File: src/rtl/sf_timing_pkg.sv
package sf_timing_pkg;

  typedef enum logic [2:0] {
    ST_IDLE,
    ST_WAIT,
    ST_LEAD,
    ST_CLOCK,
    ST_TAIL
  } seqState_t;

  // strobes from the sequencer to the timing datapath
  typedef struct packed {
    logic capture;    // take the target select value
    logic csAssert;   // drive the select pattern
    logic csRelease;  // release all selects, start gap timing
    logic loadLead;   // load the lead-in counter
    logic loadTail;   // load the tail counter
    logic cntDec;     // step the delay counter
    logic loadHalf;   // reload the half-period counter
    logic halfDec;    // step the half-period counter
    logic clkLead;    // leading clock edge
    logic clkTrail;   // trailing clock edge
    logic abort;      // block disabled
  } seqStrobe_t;

endpackage

File: src/rtl/sf_timing_ctrl.sv
module sf_timing_ctrl
  import sf_timing_pkg::*;
(
  input  logic       clk,
  input  logic       rst_n,
  input  logic       cfgEnable,
  input  logic       xferStart,
  input  logic       xferLast,
  input  logic       dlyZero,
  input  logic       halfZero,
  input  logic       gapOk,
  output seqStrobe_t strobe,
  output logic       idle
);

  seqState_t state, nextState;
  logic      afterLead;

  always_comb begin
    strobe    = '0;
    nextState = state;
    if (!cfgEnable) begin
      strobe.abort = 1'b1;
      nextState    = ST_IDLE;
    end else begin
      case (state)
        ST_IDLE: begin
          if (xferStart) begin
            strobe.capture = 1'b1;
            nextState      = ST_WAIT;
          end
        end
        ST_WAIT: begin
          if (gapOk) begin
            strobe.csAssert = 1'b1;
            strobe.loadLead = 1'b1;
            nextState       = ST_LEAD;
          end
        end
        ST_LEAD: begin
          if (dlyZero) begin
            strobe.clkLead  = 1'b1;
            strobe.loadHalf = 1'b1;
            nextState       = ST_CLOCK;
          end else begin
            strobe.cntDec = 1'b1;
          end
        end
        ST_CLOCK: begin
          if (!halfZero) begin
            strobe.halfDec = 1'b1;
          end else if (afterLead) begin
            strobe.clkTrail = 1'b1;
            if (xferLast) begin
              strobe.loadTail = 1'b1;
              nextState       = ST_TAIL;
            end else begin
              strobe.loadHalf = 1'b1;
            end
          end else begin
            strobe.clkLead  = 1'b1;
            strobe.loadHalf = 1'b1;
          end
        end
        ST_TAIL: begin
          if (dlyZero) begin
            strobe.csRelease = 1'b1;
            nextState        = ST_IDLE;
          end else begin
            strobe.cntDec = 1'b1;
          end
        end
        default: nextState = ST_IDLE;
      endcase
    end
  end

  always_ff @(posedge clk or negedge rst_n) begin
    if (!rst_n) begin
      state     <= ST_IDLE;
      afterLead <= 1'b0;
    end else begin
      state <= nextState;
      if (strobe.abort || strobe.clkTrail) afterLead <= 1'b0;
      else if (strobe.clkLead)             afterLead <= 1'b1;
    end
  end

  assign idle = (state == ST_IDLE);

endmodule

File: src/rtl/sf_timing_dp.sv
module sf_timing_dp
  import sf_timing_pkg::*;
#(
  parameter int CS_W  = 4,
  parameter int DIV_W = 4,
  parameter int DLY_W = 8,
  parameter int CNT_W = 10
) (
  input  logic             clk,
  input  logic             rst_n,
  input  logic             cfgEnable,
  input  logic             cfgCpol,
  input  logic             cfgCpha,
  input  logic [DIV_W-1:0] cfgBaudDiv,
  input  logic             cfgDecode,
  input  logic [DLY_W-1:0] cfgLeadDly,
  input  logic [DLY_W-1:0] cfgTailDly,
  input  logic [DLY_W-1:0] cfgSwitchDly,
  input  logic [DLY_W-1:0] cfgGapDly,
  input  logic [CS_W-1:0]  xferSelect,
  input  seqStrobe_t       strobe,
  output logic             sclk,
  output logic [CS_W-1:0]  csN,
  output logic             bitTick,
  output logic             sampleTick,
  output logic             dlyZero,
  output logic             halfZero,
  output logic             gapOk
);

  localparam int IDX_W = (CS_W > 1) ? $clog2(CS_W) : 1;

  // configuration snapshot, loaded only while disabled
  logic             cpolQ, cphaQ, decQ;
  logic [DIV_W-1:0] divQ;
  logic [DLY_W-1:0] leadQ, tailQ, swQ, gapQ;

  always_ff @(posedge clk or negedge rst_n) begin
    if (!rst_n) begin
      cpolQ <= 1'b0;
      cphaQ <= 1'b0;
      decQ  <= 1'b0;
      divQ  <= '0;
      leadQ <= '0;
      tailQ <= '0;
      swQ   <= '0;
      gapQ  <= '0;
    end else if (!cfgEnable) begin
      cpolQ <= cfgCpol;
      cphaQ <= cfgCpha;
      decQ  <= cfgDecode;
      divQ  <= cfgBaudDiv;
      leadQ <= cfgLeadDly;
      tailQ <= cfgTailDly;
      swQ   <= cfgSwitchDly;
      gapQ  <= cfgGapDly;
    end
  end

  logic [CNT_W-1:0] halfLen, periodLen, needHigh, tailLoad;
  logic [CS_W-1:0]  selQ, lastSelQ, oneHotN, csPattern;
  logic [CNT_W-1:0] sinceRise, dlyCnt;
  logic [DIV_W-1:0] halfCnt;
  logic             histValid;

  assign halfLen   = CNT_W'(divQ) + CNT_W'(1);
  assign periodLen = halfLen << 1;
  assign needHigh  = CNT_W'((selQ != lastSelQ) ? swQ : gapQ) + periodLen + CNT_W'(1);
  assign tailLoad  = CNT_W'(tailQ) + periodLen + CNT_W'(2);

  for (genvar g = 0; g < CS_W; g++) begin : gSel
    assign oneHotN[g] = (selQ[IDX_W-1:0] != IDX_W'(g));
  end
  assign csPattern = decQ ? selQ : oneHotN;

  assign gapOk    = !histValid || (sinceRise >= needHigh);
  assign dlyZero  = (dlyCnt == '0);
  assign halfZero = (halfCnt == '0);

  // select history and high-time tracking
  always_ff @(posedge clk or negedge rst_n) begin
    if (!rst_n) begin
      selQ      <= '0;
      lastSelQ  <= '0;
      histValid <= 1'b0;
      sinceRise <= '0;
    end else begin
      if (strobe.capture) selQ <= xferSelect;
      if (strobe.abort) begin
        histValid <= 1'b0;
      end else if (strobe.csRelease) begin
        histValid <= 1'b1;
        lastSelQ  <= selQ;
      end
      if (strobe.csRelease)       sinceRise <= CNT_W'(1);
      else if (sinceRise != '1)   sinceRise <= sinceRise + CNT_W'(1);
    end
  end

  // delay and half-period counters
  always_ff @(posedge clk or negedge rst_n) begin
    if (!rst_n) begin
      dlyCnt  <= '0;
      halfCnt <= '0;
    end else begin
      if (strobe.loadLead)      dlyCnt <= CNT_W'(leadQ);
      else if (strobe.loadTail) dlyCnt <= tailLoad;
      else if (strobe.cntDec)   dlyCnt <= dlyCnt - CNT_W'(1);
      if (strobe.loadHalf)      halfCnt <= divQ;
      else if (strobe.halfDec)  halfCnt <= halfCnt - DIV_W'(1);
    end
  end

  // registered pin outputs
  always_ff @(posedge clk or negedge rst_n) begin
    if (!rst_n) begin
      sclk       <= 1'b0;
      csN        <= '1;
      bitTick    <= 1'b0;
      sampleTick <= 1'b0;
    end else begin
      if (strobe.abort)         sclk <= cfgCpol;
      else if (strobe.clkLead)  sclk <= ~cpolQ;
      else if (strobe.clkTrail) sclk <= cpolQ;
      if (strobe.abort || strobe.csRelease) csN <= '1;
      else if (strobe.csAssert)             csN <= csPattern;
      bitTick    <= strobe.clkTrail;
      sampleTick <= cphaQ ? strobe.clkTrail : strobe.clkLead;
    end
  end

endmodule

File: src/rtl/sf_clk_sel_gen.sv
module sf_clk_sel_gen
  import sf_timing_pkg::*;
#(
  parameter int CS_W  = 4,
  parameter int DIV_W = 4,
  parameter int DLY_W = 8
) (
  input  logic             clk,
  input  logic             rst_n,
  input  logic             cfgEnable,
  input  logic             cfgCpol,
  input  logic             cfgCpha,
  input  logic [DIV_W-1:0] cfgBaudDiv,
  input  logic             cfgDecode,
  input  logic [DLY_W-1:0] cfgLeadDly,
  input  logic [DLY_W-1:0] cfgTailDly,
  input  logic [DLY_W-1:0] cfgSwitchDly,
  input  logic [DLY_W-1:0] cfgGapDly,
  input  logic             xferStart,
  input  logic [CS_W-1:0]  xferSelect,
  input  logic             xferLast,
  output logic             sclk,
  output logic [CS_W-1:0]  csN,
  output logic             idle,
  output logic             bitTick,
  output logic             sampleTick
);

  // room for delay + two half periods + padding
  localparam int WIDE  = (DLY_W > DIV_W + 1) ? DLY_W : DIV_W + 1;
  localparam int CNT_W = WIDE + 2;

  seqStrobe_t strobe;
  logic       dlyZero, halfZero, gapOk;

  sf_timing_ctrl u_ctrl (
    .clk       (clk),
    .rst_n     (rst_n),
    .cfgEnable (cfgEnable),
    .xferStart (xferStart),
    .xferLast  (xferLast),
    .dlyZero   (dlyZero),
    .halfZero  (halfZero),
    .gapOk     (gapOk),
    .strobe    (strobe),
    .idle      (idle)
  );

  sf_timing_dp #(
    .CS_W  (CS_W),
    .DIV_W (DIV_W),
    .DLY_W (DLY_W),
    .CNT_W (CNT_W)
  ) u_dp (
    .clk          (clk),
    .rst_n        (rst_n),
    .cfgEnable    (cfgEnable),
    .cfgCpol      (cfgCpol),
    .cfgCpha      (cfgCpha),
    .cfgBaudDiv   (cfgBaudDiv),
    .cfgDecode    (cfgDecode),
    .cfgLeadDly   (cfgLeadDly),
    .cfgTailDly   (cfgTailDly),
    .cfgSwitchDly (cfgSwitchDly),
    .cfgGapDly    (cfgGapDly),
    .xferSelect   (xferSelect),
    .strobe       (strobe),
    .sclk         (sclk),
    .csN          (csN),
    .bitTick      (bitTick),
    .sampleTick   (sampleTick),
    .dlyZero      (dlyZero),
    .halfZero     (halfZero),
    .gapOk        (gapOk)
  );

endmodule

File: config.mk
export PLATFORM = sky130hd
export DESIGN_NAME = sf_clk_sel_gen
export DESIGN_NICKNAME = d
export VERILOG_FILES = /design/src/rtl/sf_timing_pkg.sv /design/src/rtl/sf_timing_ctrl.sv /design/src/rtl/sf_timing_dp.sv /design/src/rtl/sf_clk_sel_gen.sv
export SDC_FILE = /design/constraint.sdc
export NUM_CORES = 1
export LEC_CHECK = 0
export ABC_AREA = 1
export CORE_MARGIN = 1
export CORE_UTILIZATION = 45
export DETAILED_ROUTE_END_ITERATION = 10
export PLACE_DENSITY = 0.78
export SYNTH_ARGS = -nofsm -noshare
export SYNTH_HDL_FRONTEND = slang
export SYNTH_SLANG_ARGS = --single-unit
export TNS_END_PERCENT = 10
File: constraint.sdc
create_clock -name clk -period 4.2 [get_ports clk]
set_input_delay 0.84 -clock clk [delete_from_list [all_inputs] [get_ports clk]]
set_output_delay 0.84 -clock clk [all_outputs]
set_load 0.02 [all_outputs]
* Yosys cells after proc, flatten, opt, wreduce, memory -nomap -nowiden
Cells that the tools add are included.
** Storage, ports and cells
- Flip-flop bits (word level) :: 83
- Input port bits :: 48
** Operators by class
- $add $sub $neg :: 8
- Order comparisons :: 1
- Equal/unequal tests :: 18
- Muxes and demuxes :: 53
- Bitwise gates (word level) :: 1
- Reduce and logical (&&, ||, !) cells :: 16
** Operator list (count)
- $mux 10 :: 6
- $mux 1 :: 29
- $mux 3 :: 8
- $add 10x1->10 const B :: 2
- $mux 4 :: 5
- $ne 3x3->1 const B :: 5
- $pmux 3 s5 :: 1
- $add 10x10->10 :: 1
- $add 10x2->10 const B :: 1
- $add 8x10->10 :: 1
- $ge 10x10->1 :: 1
- $logic_not 10->1 :: 1
- $ne 10x10->1 const B :: 1
- $reduce_bool 2->1 :: 5
- $sub 10x1->10 const B :: 1
- $mux 8 :: 1
- $reduce_and 7->1 :: 1
- $eq 3x2->1 const B :: 2
- $ne 3x2->1 const B :: 2
- $add 4x1->5 const B :: 1
- $logic_not 4->1 :: 1
- $ne 2x1->1 const B :: 2
- $ne 2x2->1 const B :: 2
- $ne 4x4->1 :: 1
- 13 further kinds :: 16

* Longest topological paths before layout
- Depth in word-level cells :: 12
- Gate-level depth with buffers :: 26
- Gate-level depth less buffers :: 25

* Hierarchy
Synthesis repeated with hierarchy kept, for this count alone.
** Second synthesis, totals
- Cell total of the unflattened synthesis :: 574
- Area, all modules :: 4893.4 um2
** By module, submodules not included
- sf_timing_dp :: times used 1, cells each 497, area an instance 4446.8 um2, sequential area each 1981.9 um2
- sf_timing_ctrl :: times used 1, cells each 77, area an instance 446.7 um2, sequential area each 100.1 um2

* Worst setup path before layout
Ideal clock, no wire load.
- Path kind :: register -> register
- Start point :: register u_dp.selQ[0]
- End point :: register u_dp.dlyCnt[4]
- Library setup time :: 0.117 ns
- Arrival :: 3.280 ns
- Data required time :: 4.083 ns
- Slack :: 0.803 ns
- Stages on the path, launching flop included :: 24
- Path buffers :: 2
- Clock period less this slack :: 3.397 ns
- Cells stage by stage :: dfrtp_1 -> inv_1 -> nand2_1 -> nand2_1 -> nor2_2 -> nand2_2 -> buf_6 -> mux2_2 -> ha_1 -> nand3_1 -> nand2_1 -> a21oi_1 -> or2_2 -> nand2_1 -> nand3_1 -> ha_1 -> nand3_1 -> and3_1 -> nand2_2 -> nand2_4 -> buf_4 -> nand2_1 -> nand3_1 -> nand2_1
** Between the ends
- Word-level cells in the longest chain between the ends :: 10
- Elaborated cells on any way between the ends :: 11
- Those cells by class :: 2 x add/sub; 1 x order compare; 1 x eq/ne; 5 x mux; 2 x reduce/logical
** Ends and longest elaborated chain
- start, declared :: RTL line sf_timing_dp.sv:61 : logic [CS_W-1:0] selQ, lastSelQ, oneHotN, csPattern;
- start signal, assigned :: RTL line sf_timing_dp.sv:88 : if (strobe.capture) selQ <= xferSelect;
- $ne 4x4->1 * :: RTL line sf_timing_dp.sv:68 : assign needHigh = CNT_W'((selQ != lastSelQ) ? swQ : gapQ) + periodLen + CNT_W'(1);
- $mux 8 * :: RTL line sf_timing_dp.sv:68
- $add 10x10->10 * :: RTL line sf_timing_dp.sv:68
- $add 10x1->10 * :: RTL line sf_timing_dp.sv:68
- $ge 10x10->1 * :: RTL line sf_timing_dp.sv:76 : assign gapOk = !histValid || (sinceRise >= needHigh);
- $logic_or 1x1->1 * :: RTL line sf_timing_dp.sv:76
- $mux 1 * :: RTL line sf_timing_ctrl.sv:34 : if (gapOk) begin
- $mux 1 * :: RTL line sf_timing_ctrl.sv:26 : case (state)
- $mux 10 * :: RTL line sf_timing_ctrl.sv:22 : if (!cfgEnable) begin
- $reduce_bool 3->1 (no line) or $mux 10 (tied branches)
- end signal, assigned :: RTL line sf_timing_dp.sv:106 : if (strobe.loadLead) dlyCnt <= CNT_W'(leadQ);
- end signal, assigned :: RTL line sf_timing_dp.sv:107 : else if (strobe.loadTail) dlyCnt <= tailLoad;
- end signal, assigned :: RTL line sf_timing_dp.sv:108 : else if (strobe.cntDec) dlyCnt <= dlyCnt - CNT_W'(1);
- end, declared :: RTL line sf_timing_dp.sv:62 : logic [CNT_W-1:0] sinceRise, dlyCnt;
Every way passes the cells marked *; elsewhere a longest branch is shown, timed or not.
A chain may end at the register's enable or synchronous reset.

* Worst setup path in the final report
- Start point :: register u_dp.selQ[2]
- End point :: register u_dp.dlyCnt[2]
Same word-level chain as after synthesis.

==> flow_metrics.env <==
export IMPL_clkPwrFrac=0.251
export IMPL_min_period_ns=3.88
export IMPL_hp_start="u_dp.cphaQ"
export IMPL_synth_simple_area_share=0.331
export IMPL_finalPower_mw=3.23
export IMPL_fin_util=0.559
export IMPL_power_net_switching_mw=1.27
export IMPL_worst_setup_path_start_kind="flip-flop"
export IMPL_period_share=0.923
export IMPL_die_w_um=109
export IMPL_drc_errors=0
export IMPL_cts_setup_buffers=0
export IMPL_design_area_um2=6170
export IMPL_fin_nets=810
export IMPL_io_buffer_count=55
export IMPL_grt_usage=0.211
export IMPL_cts_buffer_depth=2
export IMPL_seqPwrFrac=0.356
export IMPL_cp_max_fo=26
export IMPL_place_worst_setup_slack_ns=0.331
export IMPL_grt_overflow=0
export IMPL_timing_fmax_ghz=0.258
export IMPL_final_instance_count_excl_fill=876
export IMPL_maxSlewViolCount=0
export IMPL_p_sw_frac=0.394
export IMPL_gp_congestion=0.853
export IMPL_min_to="u_dp.sampleTick"
export IMPL_timing_hold_ws_ns=0.459
export IMPL_syn_area_per_cell_um2=7.65
export IMPL_core_area_um2=11000
export IMPL_wl_per_cell_um=13.1
export IMPL_worstSetupPathType="flip-flop to flip-flop"
export IMPL_dpl_hpwl_um=8500
export IMPL_yosysSeqAreaShare=0.401
export IMPL_rrSetupSlack_ns=0.32
export IMPL_grt_pass1_wl_um=19300
export IMPL_clk_pin_slew_worst_paths_ns=0.07
export IMPL_grt_pass1_vias=4330
export IMPL_yosys_warnings=0
export IMPL_cts_tree="built"
export IMPL_antenna_found_initial=0
export IMPL_detail_route_antenna_nets=0
export IMPL_vias_per_cell=5.14
export IMPL_setup_viol=0
export IMPL_finalWorstSetupSlack_ns=0.323
export IMPL_synth_nets=757
export IMPL_num_rows=38
export IMPL_clock_latency_ns=0.36
export IMPL_placedCellCount=860
export IMPL_rsz0062_at_grt="false"
export IMPL_start_util=0.470
export IMPL_dieArea_um2=12000
export IMPL_chipHeight_um=109
export IMPL_post_dp_cell_area_um2=5850
export IMPL_synth_top_family_by_area="simple AND/OR/NAND/NOR gates"
export IMPL_worstMarginPinSlew_ns=1.04
export IMPL_power_leakage_nw=3.16
export IMPL_setup_tns_final_ns=0
export IMPL_cts_buffers=9
export IMPL_dr_pass1_iters=5
export IMPL_worstPathRequired_ns=4.49
export IMPL_grt_max_degree=84
export IMPL_synth_fa_ha_area_frac=0.0777
export IMPL_whs_path_depth=1
export IMPL_num_fill_cells=1012
export IMPL_drive_gt1_frac=0.103
export IMPL_cts_root_buf="clkbuf_16"
export IMPL_cell_internal_pwr_mw=1.96
export IMPL_use_met1=0.267
export IMPL_outcome="complete, no violations"
export IMPL_drt_iter0_drc=279
export IMPL_arrival_ns=4.17
export IMPL_cts_resized=0
export IMPL_areaGrowthSynthToFinish_pct=18.9
export IMPL_met2_usage=0.346
export IMPL_synth_compound_area_share=0.0796
export IMPL_synth_seq_cells=83
export IMPL_p_per_area_nw_per_um2=524
export IMPL_yosysUniqueCellTypes=47
export IMPL_final_common_cell="nand2_1"
export IMPL_syn_area_um2=5190
export IMPL_end_kind="flip-flop"
export IMPL_ff2ff_path_depth=21
export IMPL_holdBufCountCts=0
export IMPL_antenna_cells=0
export IMPL_clock_sinks=83
export IMPL_synth_xor_area_share=0.0253
export IMPL_min_path_type="flip-flop to flip-flop"
export IMPL_comb_power_share=0.392
export IMPL_grt_busiest_layer="met2"
export IMPL_syn_instance_count=678
export IMPL_r2r_start="u_dp.selQ[2]"
export IMPL_cts_max_level=3
export IMPL_synthMuxAreaShare=0.0109
export IMPL_worst_clock_skew_ns=0.0148
export IMPL_mostFrequentLayoutCells="nand2_1, dfrtp_1, inv_1, nand3_1, clkdlybuf4s50_1"
export IMPL_hold_viol_final=0
export IMPL_vias=4506
export IMPL_max_slew_margin_rel=0.305
export IMPL_worst_ir_drop_vdd_mv=0.233
export IMPL_ioPinCount=56
export IMPL_rr_endpoint="u_dp.dlyCnt[2]"
export IMPL_use_met3=0.0320
export IMPL_drt_total_wl_um=11500
export IMPL_drv_cap=0
-- cells by family after synthesis --
kind of cell,count (synthesis)
adder cells (fa/ha/maj),31
flip-flops,83
buffers and inverters,97
AND/OR/NAND/NOR,378
multiplexers,5
AO/OA/AOI/OAI,69
XOR/XNOR,15
-- per-layer routing --
metal	vias to the layer above	wire, um
met4	0	265
met5	-	0
met3	21	542
li1	2280	-
met1	2066	5370
met2	139	5340
-- sequential cells by signal, indices dropped and copies added, names as in the netlist --
| register | cells |
|---|---|
| u_ctrl.afterLead | 1 |
| u_ctrl.state | 3 |
| u_dp.bitTick | 1 |
| u_dp.cphaQ | 1 |
| u_dp.cpolQ | 1 |
| u_dp.csN | 4 |
| u_dp.decQ | 1 |
| u_dp.divQ | 4 |
| u_dp.dlyCnt | 10 |
| u_dp.gapQ | 8 |
| u_dp.halfCnt | 4 |
| u_dp.histValid | 1 |
| u_dp.lastSelQ | 4 |
| u_dp.leadQ | 8 |
| u_dp.sampleTick | 1 |
| u_dp.sclk | 1 |
| u_dp.selQ | 4 |
| u_dp.sinceRise | 10 |
| u_dp.swQ | 8 |
| u_dp.tailQ | 8 |
-- worst max-delay path by stage --
stage | slack, ns | endpoint | from | cells past startpoint
after global placement | 0.50 | u_dp.dlyCnt[8] | u_dp.selQ[0] | 21
after CTS | 0.30 | u_dp.dlyCnt[4] | u_dp.selQ[2] | 21
after global routing | 0.002 | u_dp.dlyCnt[0] | u_dp.selQ[3] | 22
final | 0.32 | u_dp.dlyCnt[2] | u_dp.selQ[2] | 21
after floorplan | 0.80 | u_dp.dlyCnt[4] | u_dp.selQ[0] | 23
after detailed placement | 0.33 | u_dp.dlyCnt[0] | u_dp.selQ[0] | 21
-- cells in the mapped netlist (all sizes together) --
library cell  count  share of area
nand3b            1         0.0014
o211ai            1         0.0024
mux2              5          0.011
a21oi            24          0.027
o31ai             1         0.0014
a22oi             1         0.0014
o21bai            1         0.0014
o21a              1         0.0014
a41oi             1         0.0017
nor3              5         0.0048
ha               29          0.070
or2               6         0.0077
and3              2         0.0024
nand4             8          0.013
xnor2             7          0.012
nor4              1         0.0024
o22ai             1         0.0012
xor2              8          0.014
fa                2         0.0077
nand2           241           0.18
nor2             38          0.038
o21ai            36          0.038
clkbuf            7         0.0051
a21o              1         0.0014
dfrtp            79           0.38
dfstp             4          0.020
and2              1         0.0017
buf               8         0.0096
inv              82          0.060
nand3            75          0.077
a31oi             1         0.0012
-- power by group through the flow --
| stage | Sequential (mW) | Clock, mW | Combinational, mW |
|---|---|---|---|
| floorplan | 1.13 | 0 | 0.954 |
| global placement | 1.15 | 0 | 1.20 |
| detailed placement | 1.16 | 0 | 1.25 |
| CTS | 1.15 | 0.822 | 1.26 |
| global route | 1.17 | 0.856 | 1.45 |
| finish | 1.15 | 0.812 | 1.27 |
-- layout make-up --
type / instances / area, um2 / area share
Multi-Input combinational cell: 498 / 2730 / 0.443
Sequential cell: 83 / 2080 / 0.338
Timing Repair Buffer: 57 / 563 / 0.0913
Clock buffer: 9 / 225 / 0.0365
Tap cell: 140 / 175 / 0.0284
Clock inverter: 7 / 78.8 / 0.0128
Inverter: 82 / 310 / 0.0503
-- critical path, stage by stage, from the launching register on --
cell and delay (ns):
dfrtp_1 0.34, inv_1 0.08, nand2_1 0.06, nand2_1 0.05, nor2_1 0.29, nand2_4 0.20, mux2_2 0.32, ha_1 0.36
nand3_1 0.10, nand2_1 0.11, a21oi_1 0.07, or2_2 0.27, nand2_1 0.09, nand3_1 0.09, ha_1 0.34, nand3_1 0.09
and3_1 0.21, nand2_2 0.22, nand2_8 0.18, nand2_4 0.17, nand3_1 0.10, nand2_1 0.07
(Power assumes the default switching activity.)
